===== src/rtl/locarb_pkg.sv =====
package locarb_pkg;
   // bit positions inside the per-locality ownership register
   localparam int unsigned READY_BIT = 7;
   localparam int unsigned OWN_BIT   = 5;
   localparam int unsigned WAIT_BIT  = 2;
   localparam int unsigned CLAIM_BIT = 1;
endpackage


===== src/rtl/locarb_init_gate.sv =====
module locarb_init_gate #(
   parameter int unsigned INIT_CYCLES = 32
) (
   input  logic clk,
   input  logic rst_n,
   output logic ready
);
   localparam int unsigned CNT_W = $clog2(INIT_CYCLES + 1);
   localparam logic [CNT_W-1:0] LIMIT = CNT_W'(INIT_CYCLES);

   initial begin
      if (INIT_CYCLES < 1) $error("INIT_CYCLES must be at least 1");
   end

   logic [CNT_W-1:0] cnt_q;

   always_ff @(posedge clk or negedge rst_n) begin
      if (!rst_n)              cnt_q <= '0;
      else if (cnt_q != LIMIT) cnt_q <= cnt_q + 1'b1;
   end

   assign ready = (cnt_q == LIMIT);


   ready_sticky_chk: assert property (@(posedge clk) disable iff (!rst_n)
      ready |=> ready);
endmodule


===== src/rtl/locarb_claim_bank.sv =====
module locarb_claim_bank #(
   parameter int unsigned NUM_LOC = 5
) (
   input  logic               clk,
   input  logic               rst_n,
   input  logic [NUM_LOC-1:0] set_vec,
   input  logic [NUM_LOC-1:0] clr_vec,
   output logic [NUM_LOC-1:0] claim_vec
);
   for (genvar g = 0; g < NUM_LOC; g++) begin : g_flag
      always_ff @(posedge clk or negedge rst_n) begin
         if (!rst_n) claim_vec[g] <= 1'b0;
         else        claim_vec[g] <= (claim_vec[g] | set_vec[g]) & ~clr_vec[g];
      end


      claim_set_chk: assert property (@(posedge clk) disable iff (!rst_n)
         (set_vec[g] && !clr_vec[g]) |=> claim_vec[g]);
   end
endmodule


===== src/rtl/locarb_grant.sv =====
module locarb_grant #(
   parameter int unsigned NUM_LOC = 5,
   parameter int unsigned LOC_W   = 3
) (
   input  logic               clk,
   input  logic               rst_n,
   input  logic [NUM_LOC-1:0] claim_vec,
   input  logic               release_req,
   output logic [NUM_LOC-1:0] grant_clr,
   output logic               own_v,
   output logic [LOC_W-1:0]   own_id,
   output logic               loc_change
);
   logic             hi_any;
   logic [LOC_W-1:0] hi_id;
   logic             nxt_v;
   logic [LOC_W-1:0] nxt_id;

   // highest-numbered claimant: later iterations override earlier ones
   always_comb begin
      hi_any = 1'b0;
      hi_id  = '0;
      for (int i = 0; i < NUM_LOC; i++) begin
         if (claim_vec[i]) begin
            hi_any = 1'b1;
            hi_id  = LOC_W'(i);
         end
      end
   end

   always_comb begin
      nxt_v     = own_v;
      nxt_id    = own_id;
      grant_clr = '0;
      if (own_v && release_req) begin
         nxt_v = 1'b0;
      end else if (!own_v && hi_any) begin
         nxt_v     = 1'b1;
         nxt_id    = hi_id;
         grant_clr = NUM_LOC'(1) << hi_id;
      end
   end

   always_ff @(posedge clk or negedge rst_n) begin
      if (!rst_n) begin
         own_v      <= 1'b0;
         own_id     <= '0;
         loc_change <= 1'b0;
      end else begin
         own_v      <= nxt_v;
         own_id     <= nxt_id;
         loc_change <= (nxt_v != own_v) || (nxt_v && (nxt_id != own_id));
      end
   end


   grant_next_chk: assert property (@(posedge clk) disable iff (!rst_n)
      (!own_v && (|claim_vec)) |=> own_v);


   owner_no_claim_chk: assert property (@(posedge clk) disable iff (!rst_n)
      own_v |-> !claim_vec[own_id]);


   change_real_chk: assert property (@(posedge clk) disable iff (!rst_n)
      loc_change |-> ((own_v != $past(own_v)) || (own_id != $past(own_id))));
endmodule


===== src/rtl/locality_owner_arb.sv =====
module locality_owner_arb #(
   parameter int unsigned NUM_LOC     = 5,
   parameter int unsigned ADDR_W      = 15,
   parameter int unsigned WIN_SHIFT   = 12,
   parameter int unsigned INIT_CYCLES = 32
) (
   input  logic                                 clk,
   input  logic                                 rst_n,
   input  logic [ADDR_W-1:0]                    bus_addr,
   input  logic                                 bus_wr,
   input  logic [7:0]                           bus_wdata,
   output logic [7:0]                           bus_rdata,
   output logic                                 owner_valid,
   output logic [ADDR_W-WIN_SHIFT-1:0]          owner_id,
   output logic                                 loc_change
);
   import locarb_pkg::*;

   localparam int unsigned LOC_W = ADDR_W - WIN_SHIFT;

   initial begin
      if (LOC_W < 1)           $error("address leaves no locality bits");
      if (NUM_LOC > (1 << LOC_W)) $error("NUM_LOC exceeds locality field");
      if (NUM_LOC < 2)         $error("NUM_LOC must be at least 2");
   end

   logic               ready;
   logic [LOC_W-1:0]   sel_loc;
   logic               hit;
   logic               wr_ok;
   logic [NUM_LOC-1:0] set_vec;
   logic [NUM_LOC-1:0] grant_clr;
   logic [NUM_LOC-1:0] claim_vec;
   logic               release_req;
   logic               sel_owner;

   assign sel_loc = bus_addr[ADDR_W-1:WIN_SHIFT];
   assign hit     = (bus_addr[WIN_SHIFT-1:0] == '0) &&
                    ({1'b0, sel_loc} < (LOC_W+1)'(NUM_LOC));
   assign wr_ok   = bus_wr && hit && ready;
   assign sel_owner = owner_valid && (owner_id == sel_loc);

   for (genvar g = 0; g < NUM_LOC; g++) begin : g_set
      assign set_vec[g] = wr_ok && (sel_loc == LOC_W'(g)) &&
                          bus_wdata[CLAIM_BIT] &&
                          !(owner_valid && (owner_id == LOC_W'(g)));
   end

   assign release_req = wr_ok && bus_wdata[OWN_BIT] && sel_owner;

   locarb_init_gate #(.INIT_CYCLES(INIT_CYCLES)) i_init (
      .clk   (clk),
      .rst_n (rst_n),
      .ready (ready)
   );

   locarb_claim_bank #(.NUM_LOC(NUM_LOC)) i_claims (
      .clk       (clk),
      .rst_n     (rst_n),
      .set_vec   (set_vec),
      .clr_vec   (grant_clr),
      .claim_vec (claim_vec)
   );

   locarb_grant #(.NUM_LOC(NUM_LOC), .LOC_W(LOC_W)) i_grant (
      .clk         (clk),
      .rst_n       (rst_n),
      .claim_vec   (claim_vec),
      .release_req (release_req),
      .grant_clr   (grant_clr),
      .own_v       (owner_valid),
      .own_id      (owner_id),
      .loc_change  (loc_change)
   );

   always_comb begin
      bus_rdata = 8'h00;
      if (ready && hit) begin
         bus_rdata[READY_BIT] = 1'b1;
         bus_rdata[OWN_BIT]   = sel_owner;
         bus_rdata[WAIT_BIT]  = sel_owner && (|claim_vec);
         bus_rdata[CLAIM_BIT] = claim_vec[sel_loc];
      end
   end


   owner_range_chk: assert property (@(posedge clk) disable iff (!rst_n)
      owner_valid |-> ({1'b0, owner_id} < (LOC_W+1)'(NUM_LOC)));


   quiet_init_chk: assert property (@(posedge clk) disable iff (!rst_n)
      !ready |-> (!owner_valid && (bus_rdata == 8'h00)));


   wait_owner_only_chk: assert property (@(posedge clk) disable iff (!rst_n)
      bus_rdata[WAIT_BIT] |-> bus_rdata[OWN_BIT]);
endmodule


===== config.mk =====
export PLATFORM = sky130hd
export DESIGN_NAME = locality_owner_arb
export DESIGN_NICKNAME = d
export VERILOG_FILES = /design/src/rtl/locarb_pkg.sv /design/src/rtl/locarb_init_gate.sv /design/src/rtl/locarb_claim_bank.sv /design/src/rtl/locarb_grant.sv /design/src/rtl/locality_owner_arb.sv
export SDC_FILE = /design/constraint.sdc
export NUM_CORES = 1
export LEC_CHECK = 0
export BUFFER_PORTS_ARGS = -buffer_cell sky130_fd_sc_hd__buf_2
export CORE_MARGIN = 2
export CORE_UTILIZATION = 54
export CTS_BUF_LIST = sky130_fd_sc_hd__clkbuf_4
export CTS_CLUSTER_SIZE = 16
export DETAILED_ROUTE_END_ITERATION = 8
export GPL_TIMING_DRIVEN = 0
export PLACE_DENSITY_LB_ADDON = 0.1
export SLEW_MARGIN = 20
export SYNTH_ARGS = -nofsm -noshare
export SYNTH_HDL_FRONTEND = slang
export SYNTH_SLANG_ARGS = --single-unit

===== constraint.sdc =====
create_clock -name clk -period 2.6 [get_ports clk]
set_input_delay 0.13 -clock clk [delete_from_list [all_inputs] [get_ports clk]]
set_output_delay 0.13 -clock clk [all_outputs]
set_load 0.05 [all_outputs]

# [Word-level counts from Yosys, hierarchy flattened]
# Cells that the tools add are included.
# Widths: inputs -> output; s select.
[op_classes] addsub=1 n_lt_le_gt_ge=2 n_eq_ne=13 shifts=1 mux=20 bitwise=15 n_reduce_logical=42
[op_table] cell="$logic_and 1x1->1" count=31
[op_table] cell="$eq 3x2->1 const B" count=4
[op_table] cell="$logic_not 12->1" count=1
[op_table] cell="$mux 1" count=11
[op_table] cell="$mux 5" count=2
[op_table] cell="$mux 3" count=3
[op_table] cell="$add 6x1->6 const B" count=1
[op_table] cell="$eq 3x1->1 const B" count=2
[op_table] cell="$eq 3x3->1 const B" count=2
[op_table] cell="$eq 6x6->1 const B" count=1
[op_table] cell="$logic_not 1->1" count=6
[op_table] cell="$logic_not 3->1" count=2
[op_table] cell="$mux 2" count=3
[op_table] cell="$ne 6x6->1 const B" count=1
[op_table] cell="$and 1x1->1" count=5
[op_table] cell="$not 1->1" count=5
[op_table] cell="$or 1x1->1" count=5
[op_table] cell="$reduce_or 5->1" count=1
[op_table] cell="$shl 1x3->5 const A" count=1
[op_table] cell="$lt 3x4->1 const B" count=1
[op_table] cell="$bmux 1 s3" count=1
[op_table] cell="$eq 3x3->1" count=1
[op_table] cell="$lt 3x3->1 const B" count=1
[op_table] cell="$ne 3x3->1" count=1
[op_table] cell="other kinds (2)" count=2
[totals] regBits=16 input_bits=26 output_inout_bits=13 word_cells=103

# [Longest topological paths before layout]
# Gate-level depths: netlist (run 1).
[depth] ltp_word=11 mapped_depth=5 mapped_depth_nobuf=5

# [Cells and area by module]
# From an unflattened synthesis (run 1), not the netlist that was laid out.
[unflattened] hier_cells=113 area_unflattened_um2=1092.3
[by_module_without_submodules] mod="locality_owner_arb" instances=1 cells_each=49 area_per_inst_um2=361.6 seq_area_each_um2=0.0
[by_module_without_submodules] mod="locarb_init_gate" instances=1 cells_each=24 area_per_inst_um2=281.5 seq_area_each_um2=150.1
[by_module_without_submodules] mod="locarb_grant" instances=1 cells_each=30 area_per_inst_um2=274.0 seq_area_each_um2=125.1
[by_module_without_submodules] mod="locarb_claim_bank" instances=1 cells_each=10 area_per_inst_um2=175.2 seq_area_each_um2=125.1

# [Worst setup path before layout (run 1)]
# Ideal clock, no wire load.
[synth_path] path_kind="reg-to-output" start="register i_grant.own_id[0]" end="output bus_rdata[2]" arrival_time_ns=2.539 required_ns=2.470 path_slack_ns=-0.069 path_stages_with_launch=5 n_path_buf=0 path_cell_list="dfrtp_1 > xnor2_1 > nand4_1 > nor4_4 > nor2b_1"
[synth_via] elab_chain_len=4
[synth_lines] item="from (decl)" line_no="locarb_grant.sv:11" source="output logic [LOC_W-1:0] own_id,"
[synth_lines] item="from (signal assigned)" line_no="locarb_grant.sv:51" source="own_id <= nxt_id;"
[synth_lines] item="$eq 3x3->1" line_no="locality_owner_arb.sv:41" source="assign sel_owner = owner_valid && (owner_id == sel_loc);"
[synth_lines] item="$logic_and 1x1->1" line_no="locality_owner_arb.sv:41"
[synth_lines] item="$logic_and 1x1->1" line_no="locality_owner_arb.sv:81" source="bus_rdata[WAIT_BIT] = sel_owner && (|claim_vec);"
[synth_lines] item="$mux 2" line_no="locality_owner_arb.sv:78" source="if (ready && hit) begin"
[synth_lines] item="to (decl)" line_no="locality_owner_arb.sv:12" source="output logic [7:0] bus_rdata,"
# Every way passes these cells.

# [Worst setup path after layout (run 1)]
[layout_path] start="register i_init.cnt_q[0]" end="output bus_rdata[2]"
[layout_via] elab_chain_len=3
[layout_lines] item="from (decl)" line_no="locarb_init_gate.sv:15" source="logic [CNT_W-1:0] cnt_q;"
[layout_lines] item="from (signal assigned)" line_no="locarb_init_gate.sv:19" source="else if (cnt_q != LIMIT) cnt_q <= cnt_q + 1'b1;"
[layout_lines] item="$eq 6x6->1" line_no="locarb_init_gate.sv:22" source="assign ready = (cnt_q == LIMIT);"
[layout_lines] item="$logic_and 1x1->1" line_no="locality_owner_arb.sv:78"
[layout_lines] item="$mux 2" line_no="locality_owner_arb.sv:78"
# Every way passes these cells.

==> impl_metrics.env, run 1 <==
export IMPL_run_status="finished, final reports clean"
export IMPL_core_area_mm2=0.00175
export IMPL_ys_types=39
export IMPL_detailedRoute_firstIterationViolations=11
export IMPL_synth_yosys_warnings=0
export IMPL_syn_cell_area_mm2=0.00101
export IMPL_timing_critical_path_arrival_ps=1890
export IMPL_grt_busiest_layer="met2"
export IMPL_setup_worst_path_class="flop to primary output"
export IMPL_finalHoldViolCount=0
export IMPL_fp_row_count=15
export IMPL_grt_use_met3=0.0385
export IMPL_numClockSinks=16
export IMPL_grt_pass1_vias=781
export IMPL_area_growth_syn_to_layout_pct=20.9
export IMPL_grt_pass1_wl_um=3480
export IMPL_postSynthAreaPerCell_um2=9.71
export IMPL_gr_usage_met2=0.381
export IMPL_max_stage_delay_ps=430
export IMPL_synth_sequential_area_ratio=0.397
export IMPL_netSwitchingFraction=0.261
export IMPL_timing_final_crit_share=0.775
export IMPL_wirelength_um=2110
export IMPL_cts_root_to_sink_buffers=2
export IMPL_cp_required_ps=2470
export IMPL_internal_power_uw=325
export IMPL_leading_cell_types_by_total_area_after_synthesis="dfrtp_1 40%, xnor2_1 6.1%, o21ai_0 4.5%, nor2_1 3.7%, nor2b_1 3.1%"
export IMPL_critical_path_cell_chain="inv_1 -> ha_1 -> nand3_2 -> nor4_4 -> nor2b_2 -> buf_2"
export IMPL_clk_latency_ps=290
export IMPL_final_setup_skew_ps=6.48
export IMPL_dp_slack_ps=910
export IMPL_maxCapViolations=0
export IMPL_starting_density_of_the_core=0.578
export IMPL_detailedPlacementHpwl_um=1610
export IMPL_routed_via_count=878
export IMPL_ys_dominant_reg_cell="dfrtp_1"
export IMPL_layout_nets=167
export IMPL_synth_async_sr_flop_share=1.00
export IMPL_cts_buffers=3
export IMPL_mostFrequentLayoutCells="28 x buf_2, 16 x dfrtp_1, 10 x nor2_1, 9 x o21ai_0"
export IMPL_viasPerCell=5.39
export IMPL_power_frac_seq=0.564
export IMPL_final_setup_tns_ps=0
export IMPL_vdd_ir_drop_max_v=0.000253
export IMPL_postSynthRegisterBits=16
export IMPL_power_leakage_uw=0.000564
export IMPL_synth_area_leader_cell="dfrtp_1"
export IMPL_synthDominantCellAreaShare=0.397
export IMPL_drtPass1Iterations=4
export IMPL_p_comb_frac=0.121
export IMPL_synth_enable_flop_cells=0
export IMPL_grt_max_degree=17
export IMPL_finalMaxSlewViolations=0
export IMPL_clock_tree_htree_level_count=1
export IMPL_post_synth_inst_count=104
export IMPL_cts_setup_buffers=0
export IMPL_globalRouteMet1Util=0.281
export IMPL_clkPwrFrac=0.315
export IMPL_timing_critical_path_to_type="primary output"
export IMPL_die_h_um=47.2
export IMPL_wl_per_cell_um=12.9
export IMPL_place_gp_congestion=0.854
export IMPL_postLayoutSetupSlackWorst_ps=584
export IMPL_fmaxAchievable_mhz=496
export IMPL_antennaDiodeCount=0
export IMPL_die_width_um=47.2
export IMPL_crit_path_top_delay_cell="dfrtp_1"
export IMPL_initial_antenna_violation_count=0
export IMPL_setup_repair_after_global_routing_missed_its_margin="no"
export IMPL_final_setup_viol_count=0
export IMPL_period_minus_slack_ps=2020
export IMPL_final_layout_size_suffix_gt1_frac=0.333
export IMPL_grt_util_all_layers=0.226
export IMPL_portBuffers=26
export IMPL_crit_path_start_kind="flop"
export IMPL_grt_ovfl_total=0
export IMPL_commonest_non_fill_non_tap_cell_in_the_layout="buf_2"
export IMPL_power_density_cell_area_mw_per_mm2=361
export IMPL_cts_tree="yes"
export IMPL_antenna_left=0
export IMPL_design_die_area_mm2=0.00223
export IMPL_crit_path_max_fanout=4
export IMPL_ios=39
export IMPL_cts_root_buf="clkbuf_4"
export IMPL_clkTransAtPathRegs_ps=100
export IMPL_switching_power_uw=115
export IMPL_hp_class="input port to flop"
export IMPL_post_route_drc_count=0
[sequential cells by signal (all words and copies together) (netlist names)]
signal	count
i_grant.own_id	3
i_grant.own_v	1
i_grant.loc_change	1
i_init.cnt_q	6
i_claims.claim_vec	5
[what timing repair did]
| action | 4_1_cts | 5_1_grt |
|---|---|---|
| gates resized for setup | 0 | 0 |
| hold endpoints to repair | 16 | 0 |
| hold buffers | 1 | 0 |
[Yosys cell counts (all sizes together) (2+ instances only)]
| cell type | number |
|---|---|
| o21ai | 9 |
| nand3 | 7 |
| ha | 2 |
| mux2 | 2 |
| dfrtp | 16 |
| inv | 4 |
| nand2 | 7 |
| xnor2 | 7 |
| nand3b | 2 |
| buf | 7 |
| a31oi | 2 |
| nor2 | 11 |
| nor2b | 5 |
| and3 | 3 |
| nor4 | 4 |
[metal layers]
layer | part of all wire | wire length [µm]
met5 | 0 | 0
met2 | 0.50 | 1060
met4 | 0.019 | 39
met3 | 0.048 | 101
met1 | 0.43 | 908
[power by group through the flow]
stage / Combinational [µW] / Clock (µW) / Sequential [µW]
floorplan: 30.1 / 0 / 254
global placement: 51.3 / 0 / 254
detailed placement: 52.2 / 0 / 254
CTS: 53.6 / 142 / 249
global route: 58.5 / 155 / 249
finish: 53.1 / 139 / 249
[worst max-delay path, delay by kind of cell (launching register included)]
kind	cells	cell delay [ps]
adders and majority gates	1	170
and+or+nand+nor	3	660
buffers and inverters	2	330
DFF	1	430
[cell type report]
type	count	area (µm²)
plain buffers	8	55.1
repair buffers	27	140
clock inverters	1	3.75
fillers	157	524
inverters	4	15.0
flip-flops and latches	16	400
clock buffers	3	22.5
well taps	25	31.3
multi-input cells	79	553
[per-stage QoR]
step	total power [µW]	area (µm²)	utilization	hold WS [ps]	instances
after floorplan	284	1020	-	-166	107
final	441	1220	0.700	23.5	163
after detailed placement	306	1180	0.679	64.4	158
after global placement	305	1180	0.679	63.0	158
after CTS	444	1220	0.700	22.9	163
after global routing	462	1220	0.700	21.6	163
[cell families (layout without fill, tap and decap cells)]
kind of cell	count (synthesis)	count (layout)	synth area share
and+or+nand+nor	43	43	0.270
muxes	3	3	0.0446
other	1	4	0.00371
AOI/OAI and AO/OA	19	19	0.121
xor gates and xnor gates	8	8	0.0694
buffers and inverters	12	43	0.0694
adders and majority gates	2	2	0.0248
DFF	16	16	0.397
[path summary, 6_finish.rpt]
kind | start | to | slack [ps] | cells after the start
worst max-delay path | i_init.cnt_q[0] | bus_rdata[2] | 580 | 6
min in group asynchronous | rst_n | i_init.cnt_q[0] | 260 | 2
max in group asynchronous | rst_n | i_grant.own_id[0] | 2070 | 2
worst min register to register | i_init.cnt_q[5] | i_init.cnt_q[5] | 480 | 1
worst max register to register | i_claims.claim_vec[3] | i_grant.own_id[2] | 1070 | 4
worst min-delay path | bus_wdata[5] | i_grant.own_v | 20 | 2
(Power assumes the default switching activity.)
==> run 2, diff against run 1 <==
--- a/config.mk
+++ b/config.mk
@@ -7,7 +7,7 @@
 export LEC_CHECK = 0
 export BUFFER_PORTS_ARGS = -buffer_cell sky130_fd_sc_hd__buf_2
 export CORE_MARGIN = 2
-export CORE_UTILIZATION = 54
+export CORE_UTILIZATION = 45
 export CTS_BUF_LIST = sky130_fd_sc_hd__clkbuf_4
 export CTS_CLUSTER_SIZE = 16
 export DETAILED_ROUTE_END_ITERATION = 8
==> constraint.sdc (replaced) <==
create_clock -name clk -period 1.71 [get_ports clk]
set_input_delay 0.0855 -clock clk [delete_from_list [all_inputs] [get_ports clk]]
set_output_delay 0.0855 -clock clk [all_outputs]
set_load 0.05 [all_outputs]
==> impl_metrics.env, run 2 (same netlist as run 1, synthesis figures left out) <==
export IMPL_grt_pass1_wl_um=3640
export IMPL_period_minus_slack_ps=1820
export IMPL_drtPass1Iterations=4
export IMPL_core_area_mm2=0.00217
export IMPL_die_h_um=51.4
export IMPL_grt_util_all_layers=0.186
export IMPL_crit_path_max_fanout=3
export IMPL_design_die_area_mm2=0.00264
export IMPL_power_density_cell_area_mw_per_mm2=497
export IMPL_worst_r2r_endpoint="i_grant.own_id[2]"
export IMPL_worst_hold_startpoint="bus_addr[13]"
export IMPL_timing_final_crit_share=1.07
export IMPL_ios=39
export IMPL_fp_row_count=17
export IMPL_ff2ff_path_depth=4
export IMPL_clkTransAtPathRegs_ps=110
export IMPL_power_leakage_uw=0.000635
export IMPL_hp_class="input port to flop"
export IMPL_grt_max_degree=17
export IMPL_grt_pass1_vias=809
export IMPL_critical_path_cell_chain="inv_1 -> ha_2 -> nand3_4 -> nor4_4 -> nor2b_4 -> buf_8"
export IMPL_portBuffers=26
export IMPL_mostFrequentLayoutCells="25 x buf_2, 15 x buf_4, 11 x dfrtp_1, 9 x o21ai_0, 9 x nor2_1"
export IMPL_wirelength_um=2360
export IMPL_rrSetupSlack_ps=100
export IMPL_cts_root_to_sink_buffers=2
export IMPL_final_setup_viol_count=4
export IMPL_antennaDiodeCount=0
export IMPL_detailedRoute_firstIterationViolations=26
export IMPL_detailedPlacementHpwl_um=1650
export IMPL_crit_path_top_delay_cell="dfrtp_1"
export IMPL_placed_cells=161
export IMPL_layout_filler_cells=201
export IMPL_timing_critical_path_to_type="primary output"
export IMPL_cell_family_with_most_cp_delay="simple AND/OR/NAND/NOR gates"
export IMPL_post_route_drc_count=0
export IMPL_postLayoutSetupSlackWorst_ps=-113
export IMPL_setup_repair_after_global_routing_missed_its_margin="yes"
export IMPL_run_status="finished with violations"
export IMPL_layoutNonFillerInstCount=178
export IMPL_fin_worst_hold_slack_ps=109
export IMPL_worst_hold_path_num_cells=3
export IMPL_maxCapViolations=0
export IMPL_place_gp_congestion=0.823
export IMPL_max_stage_delay_ps=420
export IMPL_cts_root_buf="clkbuf_4"
export IMPL_layout_nets=179
export IMPL_clk_latency_ps=290
export IMPL_grt_ovfl_total=0
export IMPL_vdd_ir_drop_max_v=0.000385
export IMPL_reg_top3="i_init.cnt_q: 6 flops, i_claims.claim_vec: 5 flops, i_grant.own_id: 3 flops"
export IMPL_finalHoldViolCount=0
export IMPL_timing_critical_path_arrival_ps=1740
export IMPL_cts_tree="yes"
export IMPL_crit_buf_inv=2
export IMPL_numClockSinks=16
export IMPL_setup_worst_path_class="flop to primary output"
export IMPL_starting_density_of_the_core=0.465
export IMPL_cts_buffers=3
export IMPL_largest_register_ff_count=6
export IMPL_r2r_start="i_claims.claim_vec[1]"
export IMPL_violated_checks="negative setup slack"
export IMPL_cp_required_ps=1620
export IMPL_clock_tree_htree_level_count=1
export IMPL_commonest_non_fill_non_tap_cell_in_the_layout="buf_2"
export IMPL_wl_per_cell_um=13.2
export IMPL_antenna_left=0
export IMPL_routed_via_count=918
export IMPL_fmaxAchievable_mhz=549
export IMPL_timing_hold_worst_endpoint="i_claims.claim_vec[2]"
export IMPL_die_width_um=51.4
export IMPL_viasPerCell=5.16
export IMPL_final_setup_skew_ps=5.38
export IMPL_final_layout_size_suffix_gt1_frac=0.440
export IMPL_crit_path_start_kind="flop"
export IMPL_cp_depth=6
export IMPL_top_register="i_init.cnt_q"
export IMPL_initial_antenna_violation_count=0
export IMPL_area_growth_syn_to_layout_pct=36.1
export IMPL_finalMaxSlewViolations=0
## run 2: cell types whose count changed in the layout (fill, tap and decap cells not counted), moves of 2 or more
cell           change
nor2b_1            -2
nor2b_4            +2
buf_2              -3
buf_4             +11
dfrtp_1            -5
dfrtp_2            +5
dlygate4sd3_1      +2
## run 2: cell type report
type                    instances  area (µm²)  share of cell area
clock buffers                   3        22.5              0.0164
plain buffers                   8        55.1              0.0401
flip-flops and latches         16         407               0.296
inverters                       4        15.0              0.0109
repair buffers                 39         254               0.185
clock inverters                 1        3.75             0.00273
multi-input cells              79         582               0.423
well taps                      28        35.0              0.0255
## run 2: per-stage QoR
| step | power, µW | setup WS [ps] | util | setup TNS [ps] | instance area (µm²) |
|---|---|---|---|---|---|
| floorplan | 431 | -313 | - | -436 | 1030 |
| finish | 683 | -113 | 0.633 | -267 | 1370 |
| CTS | 680 | -91.1 | 0.607 | -210 | 1320 |
| detailed placement | 465 | 86.1 | 0.552 | 0 | 1200 |
| global route | 706 | -155 | 0.633 | -489 | 1370 |
| global placement | 464 | 125 | 0.552 | 0 | 1200 |
## run 2: how the worst max path moves through the flow
stage                                from           endpoint  slack (ps)
floorplan               i_grant.own_id[0]       bus_rdata[2]        -310
global placement    i_claims.claim_vec[3]  i_grant.own_id[2]         120
detailed placement  i_claims.claim_vec[3]  i_grant.own_id[2]          90
CTS                     i_grant.own_id[2]       bus_rdata[2]         -90
global route              i_init.cnt_q[1]       bus_rdata[2]        -160
finish                    i_init.cnt_q[1]       bus_rdata[2]        -110
## run 2: report_power, final
group          switching [µW]  total, µW  internal (µW)
sequential            0.00546        378            378
combinational            51.3       86.7           35.4
clock                     134        219           85.0
total                     185        683            498
## run 2: metal layers
metal | up-vias | global-route usage | share of wire
li1 | 455 | - | -
met1 | 427 | 0.257 | 0.46
met2 | 34 | 0.288 | 0.48
met3 | 2 | 0.0351 | 0.056
met4 | 0 | 0.0658 | 0.0059
met5 | - | 0 | 0
## run 2: timing repair
action,in CTS,in global routing
buffers inserted,6,4
hold buffers,3,0
endpoints found under the hold margin,17,0
endpoints found under the setup margin,4,4
pin swaps,2,3
gates resized for setup,7,7
## run 2: worst reg2reg max path, cell delays in order, from the launching register on
cell and delay [ps]:
dfrtp_2 410, buf_4 160, nor4b_4 480, nor2_1 130, mux2_1 330
==> run 3, diff against run 2 <==
--- a/config.mk
+++ b/config.mk
@@ -5,12 +5,12 @@
 export SDC_FILE = /design/constraint.sdc
 export NUM_CORES = 1
 export LEC_CHECK = 0
-export BUFFER_PORTS_ARGS = -buffer_cell sky130_fd_sc_hd__buf_2
 export CORE_MARGIN = 2
-export CORE_UTILIZATION = 45
+export CORE_UTILIZATION = 58
 export CTS_BUF_LIST = sky130_fd_sc_hd__clkbuf_4
 export CTS_CLUSTER_SIZE = 16
 export DETAILED_ROUTE_END_ITERATION = 8
+export DONT_BUFFER_PORTS = 1
 export GPL_TIMING_DRIVEN = 0
 export PLACE_DENSITY_LB_ADDON = 0.1
 export SLEW_MARGIN = 20
==> impl_metrics.env, run 3 (same netlist as run 1, synthesis figures left out) <==
export IMPL_starting_density_of_the_core=0.598
export IMPL_final_setup_viol_count=4
export IMPL_r2r_start="i_grant.own_id[0]"
export IMPL_layoutNonFillerInstCount=140
export IMPL_largest_register_ff_count=6
export IMPL_final_layout_size_suffix_gt1_frac=0.382
export IMPL_initial_antenna_violation_count=0
export IMPL_layout_nets=152
export IMPL_ff2ff_path_depth=4
export IMPL_cts_buffers=3
export IMPL_clock_tree_htree_level_count=1
export IMPL_fin_worst_hold_slack_ps=61.8
export IMPL_clk_latency_ps=290
export IMPL_grt_pass1_wl_um=3660
export IMPL_vdd_ir_drop_max_v=0.000377
export IMPL_die_h_um=45.7
export IMPL_routed_via_count=845
export IMPL_antenna_left=0
export IMPL_grt_max_degree=17
export IMPL_detailedPlacementHpwl_um=1550
export IMPL_finalMaxSlewViolations=0
export IMPL_timing_critical_path_to_type="primary output"
export IMPL_totalPowerFinal_uw=685
export IMPL_crit_path_start_kind="flop"
export IMPL_post_route_drc_count=0
export IMPL_fp_row_count=15
export IMPL_commonest_non_fill_non_tap_cell_in_the_layout="buf_4"
export IMPL_layout_filler_cells=130
export IMPL_wl_per_cell_um=16.8
export IMPL_violated_checks="negative setup slack"
export IMPL_seq_area_um2=412
export IMPL_power_density_cell_area_mw_per_mm2=542
export IMPL_worst_r2r_endpoint="i_grant.loc_change"
export IMPL_fmaxAchievable_mhz=403
export IMPL_grt_pass1_vias=806
export IMPL_drtPass1Iterations=4
export IMPL_worst_hold_path_num_cells=3
export IMPL_power_leakage_uw=0.000513
export IMPL_setup_worst_path_class="flop to primary output"
export IMPL_area_growth_syn_to_layout_pct=25.3
export IMPL_viasPerCell=6.04
export IMPL_place_gp_congestion=0.841
export IMPL_portBuffers=0
export IMPL_placed_cells=124
export IMPL_setup_repair_after_global_routing_missed_its_margin="yes"
export IMPL_grt_util_all_layers=0.254
export IMPL_finalHoldViolCount=0
export IMPL_cp_required_ps=1620
export IMPL_die_width_um=45.7
export IMPL_rrSetupSlack_ps=-240
export IMPL_antennaDiodeCount=0
export IMPL_cts_tree="yes"
export IMPL_timing_hold_worst_endpoint="i_claims.claim_vec[4]"
export IMPL_worstMarginPinSlew_ps=835
export IMPL_worst_hold_startpoint="bus_addr[14]"
export IMPL_final_setup_skew_ps=1.09
export IMPL_core_area_mm2=0.00169
export IMPL_numClockSinks=16
export IMPL_cts_root_buf="clkbuf_4"
export IMPL_run_status="finished with violations"
export IMPL_cts_root_to_sink_buffers=2
export IMPL_grt_ovfl_total=0
export IMPL_slew_headroom=0.439
export IMPL_crit_path_max_fanout=7
export IMPL_maxCapViolations=0
export IMPL_design_die_area_mm2=0.00209
export IMPL_timing_final_crit_share=1.45
export IMPL_area_taken_by_multi_input_logic_gates_um2=631
export IMPL_clkTransAtPathRegs_ps=100
export IMPL_ios=39
export IMPL_mostFrequentLayoutCells="13 x buf_4, 11 x dfrtp_1, 9 x o21ai_0, 7 x nor2_1, 7 x nand2_1"
export IMPL_reg_top3="i_init.cnt_q: 6 flops, i_claims.claim_vec: 5 flops, i_grant.own_id: 3 flops"
export IMPL_top_register="i_init.cnt_q"
export IMPL_wirelength_um=2350
export IMPL_postLayoutSetupSlackWorst_ps=-771
export IMPL_timing_critical_path_arrival_ps=2400
export IMPL_period_minus_slack_ps=2480
export IMPL_hp_class="input port to flop"
export IMPL_detailedRoute_firstIterationViolations=15
[run 3: changes by cell type in the layout (fill, tap and decap cells not counted), moves of 2 or more]
cell / previous run / this run
buf_2: 25 / 2
buf_4: 15 / 13
dfrtp_2: 5 / 3
xnor2_2: 0 / 2
dfrtp_4: 0 / 2
nor2_1: 9 / 7
xnor2_1: 7 / 5
[run 3: cell type report]
cell class              count  area share
multi-input cells          79       0.499
flip-flops and latches     16       0.325
inverters                   4      0.0148
clock buffers               4      0.0237
repair buffers             12      0.0772
plain buffers               8      0.0435
well taps                  17      0.0168
[run 3: worst max-delay path by stage]
stage / from / end / slack, ps / cells past startpoint
6_report: i_grant.own_id[0] / bus_rdata[2] / -770 / 4
5_1_grt: i_grant.own_id[0] / bus_rdata[2] / -880 / 4
4_1_cts: i_grant.own_id[0] / bus_rdata[2] / -740 / 4
3_3_place_gp: i_grant.own_id[1] / bus_rdata[2] / -400 / 4
2_1_floorplan: i_grant.own_id[0] / bus_rdata[2] / -310 / 4
3_5_place_dp: i_grant.own_id[0] / bus_rdata[2] / -440 / 4
[run 3: what timing repair did]
action | in CTS | in global routing
hold buffers | 3 | 0
endpoints found under the hold margin | 18 | 0
pin swaps | 1 | 2
cloned | 0 | 0
setup endpoints to repair | 6 | 7
buffers inserted | 5 | 4
resized for setup | 11 | 9
[run 3: report_power, final]
group | switching (µW) | internal, µW | leakage [µW]
combinational | 45.6 | 25.4 | 0.000313
sequential | 0.0214 | 378 | 0.000181
clock | 129 | 107 | 0.0000184
total | 175 | 510 | 0.000513
[run 3: worst max-delay path, cell delays in order, from the launching register on]
cell and delay (ps):
dfrtp_4 600, xnor2_2 180, nand4_1 170, nor4_4 670
nor2b_4 470
[run 3: metrics by stage]
stage               TNS, ps   util  setup slack (ps)  cell area [µm²]
floorplan              -436      -              -313             1030
global placement       -829  0.624              -398             1050
detailed placement    -1000  0.624              -437             1050
CTS                   -1460  0.710              -744             1200
global route          -1990  0.749              -881             1260
finish                -1540  0.749              -771             1260
[run 3: routing by layer]
metal	vias to the layer above	GRT usage	wire (µm)
li1	398	-	-
met1	417	0.305	905
met2	22	0.428	1280
met3	8	0.0437	88
met4	0	0.137	75
met5	-	0	0
